==> src/rtl/supply_reset_seq.sv <==
module supply_reset_seq #(
  parameter int HOLD_CYCLES = 12_500_000
) (
  input  logic clk,
  input  logic por_n,
  input  logic supply_ok,
  input  logic wr_busy_in,
  output logic rst_out,
  output logic comm_abort,
  output logic wr_busy_out
);

  localparam int CNT_W = (HOLD_CYCLES > 2) ? $clog2(HOLD_CYCLES) : 1;
  localparam logic [CNT_W-1:0] LAST = CNT_W'(HOLD_CYCLES - 1);

  logic [1:0]       sync_q;
  logic             ok_s;
  logic             rst_q;
  logic [CNT_W-1:0] cnt;

  assign ok_s = sync_q[1];

  always_ff @(posedge clk or negedge por_n) begin
    if (!por_n) sync_q <= 2'b00;
    else        sync_q <= {sync_q[0], supply_ok};
  end

  always_ff @(posedge clk or negedge por_n) begin
    if (!por_n) begin
      rst_q <= 1'b1;
      cnt   <= '0;
    end else if (!ok_s) begin
      rst_q <= 1'b1;
      cnt   <= '0;
    end else if (rst_q) begin
      if (cnt == LAST) rst_q <= 1'b0;
      else             cnt   <= cnt + 1'b1;
    end
  end

  assign rst_out     = rst_q | ~ok_s | ~por_n;
  assign comm_abort  = rst_out;
  assign wr_busy_out = wr_busy_in;

  // Independent run-length of good synchronized samples, used only by checks
  logic [CNT_W:0] ok_run;
  always_ff @(posedge clk or negedge por_n) begin
    if (!por_n)                               ok_run <= '0;
    else if (!ok_s)                           ok_run <= '0;
    else if (ok_run != (CNT_W+1)'(HOLD_CYCLES)) ok_run <= ok_run + 1'b1;
  end

  assert_drop_sets_reset_R2: assert property (@(posedge clk) disable iff (!por_n)
    !ok_s |=> rst_q);

  assert_release_after_hold_R3: assert property (@(posedge clk) disable iff (!por_n)
    $fell(rst_q) |-> ok_run >= (CNT_W+1)'(HOLD_CYCLES));

  assert_rise_keeps_reset_R4: assert property (@(posedge clk) disable iff (!por_n)
    $rose(ok_s) |=> rst_out);

  assert_count_bounded_R3: assert property (@(posedge clk) disable iff (!por_n)
    cnt <= LAST);

  assert_stays_released_R7: assert property (@(posedge clk) disable iff (!por_n)
    (!rst_q && ok_s) |=> !rst_q);

endmodule

==> config.mk <==
export PLATFORM = sky130hd
export DESIGN_NAME = supply_reset_seq
export DESIGN_NICKNAME = d
export VERILOG_FILES = /design/src/rtl/supply_reset_seq.sv
export SDC_FILE = /design/constraint.sdc
export NUM_CORES = 1
export LEC_CHECK = 0
export BUFFER_PORTS_ARGS = -buffer_cell sky130_fd_sc_hd__buf_2
export CAP_MARGIN = 40
export CORE_ASPECT_RATIO = 0.8
export CORE_MARGIN = 10
export CORE_UTILIZATION = 30
export CTS_BUF_LIST = sky130_fd_sc_hd__clkbuf_16
export DETAILED_ROUTE_END_ITERATION = 6
export GPL_ROUTABILITY_DRIVEN = 1
export PLACE_DENSITY_LB_ADDON = 0.1
export SYNTH_ARGS = -nofsm -noshare
export SYNTH_HDL_FRONTEND = slang
export SYNTH_SLANG_ARGS = --single-unit
==> constraint.sdc <==
create_clock -name clk -period 2.2 [get_ports clk]
set_input_delay 0.22 -clock clk [delete_from_list [all_inputs] [get_ports clk]]
set_output_delay 0.22 -clock clk [all_outputs]
set_load 0.01 [all_outputs]
Word-level counts from Yosys, hierarchy flattened
Index checks and enable logic that the tools add are counted.
- register bits: 27
- output and inout bits: 3
- add/sub/neg operators: 1
- equality and inequality tests: 3
- multiplexer cells: 6
- bitwise operators: 4
- reductions and logical operators: 1
- operators with widths (kind ; count):
    $mux W24 ; 3
    $add A24 B1 Y24 const B ; 1
    $eq A24 B24 Y1 const B ; 1
    $mux W1 ; 3
    $ne A2 B1 Y1 const B ; 1
    $ne A2 B2 Y1 const B ; 1
    $not A1 Y1 ; 2
    $or A1 B1 Y1 ; 2
    $reduce_and A2 Y1 ; 1

Logic depth before layout (Yosys ltp)
Gate-level depths: netlist (run 1).
- word-level depth: 4
- depth in mapped cells: 6

Worst setup path after synthesis (run 1)
No wires, ideal clock.
- path type: register to register
- start point: register rst_q
- end point: register cnt[22]
- library setup time: 136 ps
- arrival time: 1642 ps
- required time: 2064 ps
- setup slack: 422 ps
- cell stages (with the launch flop): 6
- path buffers: 1
- period minus slack after synthesis: 1778 ps
- path through: dfstp_2 clkbuf_1 nand4_1 nor4_1 a31o_2 a21oi_1
- cells in the longest elaborated chain, start to end: 2
- RTL lines (element ; RTL line ; text):
    start: declaration ; 18 ; logic rst_q;
    start signal: assignment ; 30 ; rst_q <= 1'b1;
    start signal: assignment ; 33 ; rst_q <= 1'b1;
    start signal: assignment ; 36 ; if (cnt == LAST) rst_q <= 1'b0;
    $ne A2 B1 Y1 (no line) ; n/a ;
    $reduce_and A2 Y1 (no line) ; n/a ;
    end signal: assignment ; 37 ; else cnt <= cnt + 1'b1;
    end: declaration ; 19 ; logic [CNT_W-1:0] cnt;
No other way between the ends.
A chain may end at the register's enable or synchronous reset.

Worst setup path in the final report (run 1)
- start point: register cnt[0]
- end point: register cnt[0]
- cells in the longest elaborated chain, start to end: 4
- RTL lines (element ; RTL line ; text):
    $add A24 B1 Y24 ; 37 ;
    $mux W24 ; 36 ;
    $mux W24 ; 35 ; end else if (rst_q) begin
    $mux W24 ; 32 ; end else if (!ok_s) begin
Several ways; a longest one is shown, not always the timed one. The select of a mux whose other input is x is not followed.

==> results_dict.tcl, run 1 <==
set metrics [dict create \
    maxCapViolations 0 \
    syn_area_um2 1490 \
    arrival_ps 2110 \
    worst_pin_slew_ps 500 \
    slowest_delay_ps 480 \
    antenna_left 0 \
    synth_flop_cell "dfrtp_1" \
    grt_pass1_wl_um 6390 \
    synthArstFlopShare_pct 100 \
    cts_sinks 27 \
    drtIter0Drc 158 \
    synth.avg_cell_area_um2 9.03 \
    holdBufCountCts 0 \
    overflow 0 \
    drt_wl_total_um 3630 \
    yosys-top-cells-area "dfrtp_1, nand4_1, a21oi_1" \
    relSlewSlack_pct 66.4 \
    max_freq_mhz 523 \
    finalCriticalPeriod_ps 1910 \
    setup_tns_ps 0 \
    cts-buffers-inserted 3 \
    worstPathCellList "ha_1 -> nand4b_1 -> nor4_1 -> and2_1 -> a211o_1" \
    syn_nets 170 \
    port_buffers 4 \
    yosysMostFrequentCell "dfrtp_1" \
    status "finished, final reports clean" \
    die_x_um 98.8 \
    cp_max_fo 7 \
    synth_top_area_cell "dfrtp_1" \
    place_congestion 0.789 \
    p_leak_nw 0.664 \
    htreeDepth 1 \
    first_global_vias 1213 \
    synth_seq_cells 27 \
    dr_total_vias 1253 \
    setup_ws_ps 290 \
    cts_tree "built" \
    hp-class "in -> async" \
    power_density_nw_per_um2 577 \
    pre_cts_ws_ps 324 \
    crit_cells 5 \
    clock_latency_ps 260 \
    row_count 22 \
    dieArea_um2 8200 \
    grt_use_total_pct 9.07 \
    initial_core_util_pct 31.7 \
    r2r_cells 5 \
    wire_per_inst_um 15.7 \
    fin_worst_skew_ps 4.50 \
    antenna_found_initial 0 \
    finalCoreUtilization_pct 35.5 \
    synth_cell_types 36 \
    setup_viol 0 \
    clkTransAtPathRegs_ps 70 \
    ir_worst_vdd_mv 0.402 \
    rsz0062_at_grt "no" \
    core_um2 4710 \
    clockRootBuffer "clkbuf_16" \
    synth_edf_count 0 \
    die_y_um 83.0 \
    cpLargestDelayFamily "simple AND/OR/NAND/NOR gates" \
    yosys.area.top_type_share_pct 43.7 \
    yosys_warnings 0 \
    cp_slowest_cell "nor4_1" \
    vias_per_cell 5.42 \
    num_io_pins 7 \
    syn2layout_area_growth_pct 12.1 \
    cp.required_ps 2400 \
    dp_hpwl_um 2740 \
    worst-path-buf-inv 0 \
    critical_path_class "reg -> reg" \
    drc_errors 0 \
    first_pass_iters 4 \
    cts_buffer_depth 2 \
    ys_seq_area_share_pct 45.4 \
    drv_slew 0 \
    critPathLaunchType "register" \
    cts_setup_buffers 0 \
    grt_max_degree 28 \
    endpoint_kind "register" \
    n_antenna_cell 0 \
    fin_nets 177 \
    ctsResizeCount 0 \
    synth.cells.most_frequent "dfrtp_1, a21oi_1, nand2_1, nand4_1, nor2_1" \
    timing.final.hold_violations 0 \
    postSynthCellCount 165 \
    period_share_pct 86.8 \
    layout-drive-gt1-share_pct 11.7 \
]
## layout by cell type, fill, tap and decap left out, types with 2 or more instances in the layout
cell type  count
nand4_1       12
or4_1          2
or4_4          2
and2_1         4
clkbuf_16      3
nand4b_1       2
nand2b_1       2
nand3_1       11
nor3_1         3
xnor2_1        5
inv_1          7
a211o_1        2
buf_2          4
dfrtp_1       26
and4_1         2
o21ai_0        8
nor2_1        12
or3_1          9
a21oi_1       12
and3_1         3
nand2_1       12
buf_4          6
a22oi_1        2
a31o_2         2
nor4_1         5
xor2_1         2
o22ai_1        2
## power by group
| part | internal, W | switching (W) | leakage, nW |
|---|---|---|---|
| Clock | 0.000243 | 0.000167 | 0.0423 |
| Combinational | 0.0000138 | 0.0000303 | 0.255 |
| Sequential | 0.000502 | 0.00000702 | 0.367 |
## layer usage
| layer | routed length (um) | vias up | GRT usage, % |
|---|---|---|---|
| met5 | 0 | - | 0 |
| met4 | 14 | 0 | 1.29 |
| met3 | 224 | 2 | 2.81 |
| met2 | 1540 | 34 | 12.6 |
| met1 | 1840 | 595 | 13.3 |
| li1 | - | 622 | - |
## worst paths after layout
kind | startpoint | endpoint | slack [ps]
min in group clk | supply_ok | sync_q[0] | 60
min reg2reg | sync_q[0] | sync_q[1] | 350
max reg2reg | cnt[0] | cnt[0] | 290
max | cnt[0] | cnt[0] | 290
max in group asynchronous | por_n | rst_q | 1890
min | por_n | cnt[5] | 20
## state kept, by name (all words and copies together), names as in the netlist
name / count
sync_q: 2
rst_q: 1
cnt: 24
## area by class of cell
class                      count  area (um2)
clock buffer                   3        75.1
clock inverter                 1        3.75
fill                         488        3040
inverter                       6        22.5
multi-input combinational    124         752
sequential                    27         677
tap                           60        75.1
timing repair buffer          10        65.1
## metrics by stage
stage	power [W]	area, um2	instances	hold slack (ps)
6_report	0.000964	1670	231	16.1
3_3_place_gp	0.000563	1590	227	309
4_1_cts	0.000982	1670	231	29.8
3_5_place_dp	0.000564	1590	227	308
5_1_grt	0.00101	1670	231	53.4
2_1_floorplan	0.000541	1490	165	-75.6
## worst reg2reg max path, delay by kind of cell, from the launching register on
kind / cells / cell delay [ps]
flops: 1 / 430
simple gates: 3 / 950
compound gates: 1 / 160
fa+ha+maj: 1 / 320
## logic make-up after synthesis
kind of cell	count (synthesis)	synth area share, %
and+or+nand+nor	85	32.9
muxes	1	0.672
adders and majority gates	1	0.839
buffers and inverters	14	4.11
AOI/OAI and AO/OA	30	11.9
DFF	27	45.4
xor gates and xnor gates	7	4.11
No activity file was read; power rests on OpenSTA's default activity.
==> run 2: changes to the inputs <==
--- a/config.mk
+++ b/config.mk
@@ -7,6 +7,8 @@
 export LEC_CHECK = 0
 export BUFFER_PORTS_ARGS = -buffer_cell sky130_fd_sc_hd__buf_2
 export CAP_MARGIN = 40
+export CELL_PAD_IN_SITES_DETAIL_PLACEMENT = 1
+export CELL_PAD_IN_SITES_GLOBAL_PLACEMENT = 2
 export CORE_ASPECT_RATIO = 0.8
 export CORE_MARGIN = 10
 export CORE_UTILIZATION = 30
==> constraint.sdc (replaced) <==
create_clock -name clk -period 2.45 [get_ports clk]
set_input_delay 0.245 -clock clk [delete_from_list [all_inputs] [get_ports clk]]
set_output_delay 0.245 -clock clk [all_outputs]
set_load 0.01 [all_outputs]
==> run 2 against run 1 <==
Critical path depth fell by 1. Core utilization decreased by 0.45 points. Sequential share of layout area rose by 0.52 points. Clock skew up 1.8 ps. Power fell by 9.3%.
==> results_dict.tcl, run 2 (synthesized netlist as in run 1, its figures left out) <==
set metrics [dict create \
    largest_register "cnt" \
    place_congestion 0.772 \
    swShare_pct 21.9 \
    seqPwrFrac_pct 52.7 \
    power_w 0.000875 \
    dr_total_vias 1309 \
    drv_slew 0 \
    final_cell_mix "dfrtp_1, nor2_1, nand2_1, nand4_1, a21oi_1" \
    dieArea_um2 8200 \
    ctsResizeCount 0 \
    cts_tree "built" \
    dp_hpwl_um 3130 \
    relSlewSlack_pct 58.1 \
    cp_max_fo 11 \
    cts-buffers-inserted 3 \
    initial_core_util_pct 31.7 \
    drc_errors 0 \
    cts_sinks 27 \
    cts_setup_buffers 0 \
    rsz0062_at_grt "no" \
    grt_use_total_pct 10.8 \
    layout_commonest_cell "dfrtp_1" \
    top_regs "cnt x24, sync_q x2, rst_q x1" \
    antenna_found_initial 0 \
    netSwitchingPower_w 0.000192 \
    setup_viol 0 \
    period_share_pct 81.8 \
    largest_reg_flops 24 \
    power_density_nw_per_um2 530 \
    overflow 0 \
    hp-class "in -> async" \
    internal_power_w 0.000683 \
    row_count 22 \
    fin_nets 174 \
    status "finished, final reports clean" \
    syn2layout_area_growth_pct 10.7 \
    first_pass_iters 4 \
    holdBufCountCts 0 \
    max_freq_mhz 499 \
    maxCapViolations 0 \
    port_buffers 4 \
    die_y_um 83.0 \
    fin_worst_skew_ps 6.26 \
    clockRootBuffer "clkbuf_16" \
    hold_ws_ps 44.9 \
    drt_wl_total_um 4210 \
    arrival_ps 2200 \
    clkTransAtPathRegs_ps 70 \
    wire_per_inst_um 18.5 \
    setup_tns_ps 0 \
    worst_pin_slew_ps 623 \
    num-fill-cells 560 \
    core_um2 4710 \
    comb_power_share_pct 4.2 \
    timing.final.hold_violations 0 \
    power_frac_clock_pct 43.1 \
    n_antenna_cell 0 \
    htreeDepth 1 \
    critPathLaunchType "register" \
    layout-drive-gt1-share_pct 10.7 \
    endpoint_kind "register" \
    cp.required_ps 2640 \
    finalCriticalPeriod_ps 2010 \
    vias_per_cell 5.74 \
    antenna_left 0 \
    grt_pass1_wl_um 7350 \
    p_leak_nw 0.648 \
    first_global_vias 1367 \
    clock_latency_ps 270 \
    cts_buffer_depth 2 \
    die_x_um 98.8 \
    ir_worst_vdd_mv 0.228 \
    grt_max_degree 28 \
    critical_path_class "reg -> reg" \
    drtIter0Drc 52 \
    num_io_pins 7 \
]
-- run 2: metal layers --
metal  wire, um  vias to the layer above  track usage, %
met5          0                        -               0
met4         29                        0            2.72
met3        117                        4            2.65
met2       1890                       15            16.1
met1       2170                      672            14.8
li1           -                      618               -
-- run 2: area by class of cell --
| type | count | area (um2) | area share [%] |
|---|---|---|---|
| Tap cell | 60 | 75.1 | 4.55 |
| Sequential cell | 27 | 677 | 41.0 |
| Inverter | 6 | 22.5 | 1.37 |
| Timing Repair Buffer | 7 | 42.5 | 2.58 |
| Clock inverter | 1 | 5.00 | 0.303 |
| Clock buffer | 3 | 75.1 | 4.55 |
| Multi-Input combinational cell | 124 | 752 | 45.6 |
-- run 2: power by group through the flow --
stage / logic, W / clock network (W) / registers (W)
6_report: 0.0000369 / 0.000377 / 0.000461
4_1_cts: 0.0000382 / 0.000394 / 0.000461
3_3_place_gp: 0.0000369 / 0 / 0.000469
2_1_floorplan: 0.0000219 / 0 / 0.000464
3_5_place_dp: 0.0000382 / 0 / 0.000469
5_1_grt: 0.0000433 / 0.000417 / 0.000462
-- run 2: path summary, 6_finish.rpt --
check	startpoint	end	slack, ps	cells past startpoint
worst min register to register	sync_q[0]	sync_q[1]	360	0
worst max register to register	rst_q	cnt[15]	440	4
worst min-delay path	por_n	cnt[23]	40	2
worst max-delay path	rst_q	cnt[15]	440	4
max in group asynchronous	por_n	rst_q	2090	2
min in group clk	supply_ok	sync_q[0]	80	1
-- run 2: critical path: stages, from the launching register on --
cell,delay [ps]
dfstp_2,640
nand3_1,200
or4_4,580
or3_1,360
a21oi_1,150
-- run 2: per-stage QoR --
stage                     util (%)  setup WS [ps]  cell area (um2)  instances
after floorplan                  -            672             1490        165
after CTS                     35.0            445             1650        228
after global placement        33.3            546             1570        224
after global routing          35.0            179             1650        228
final                         35.0            445             1650        228
after detailed placement      33.3            463             1570        224
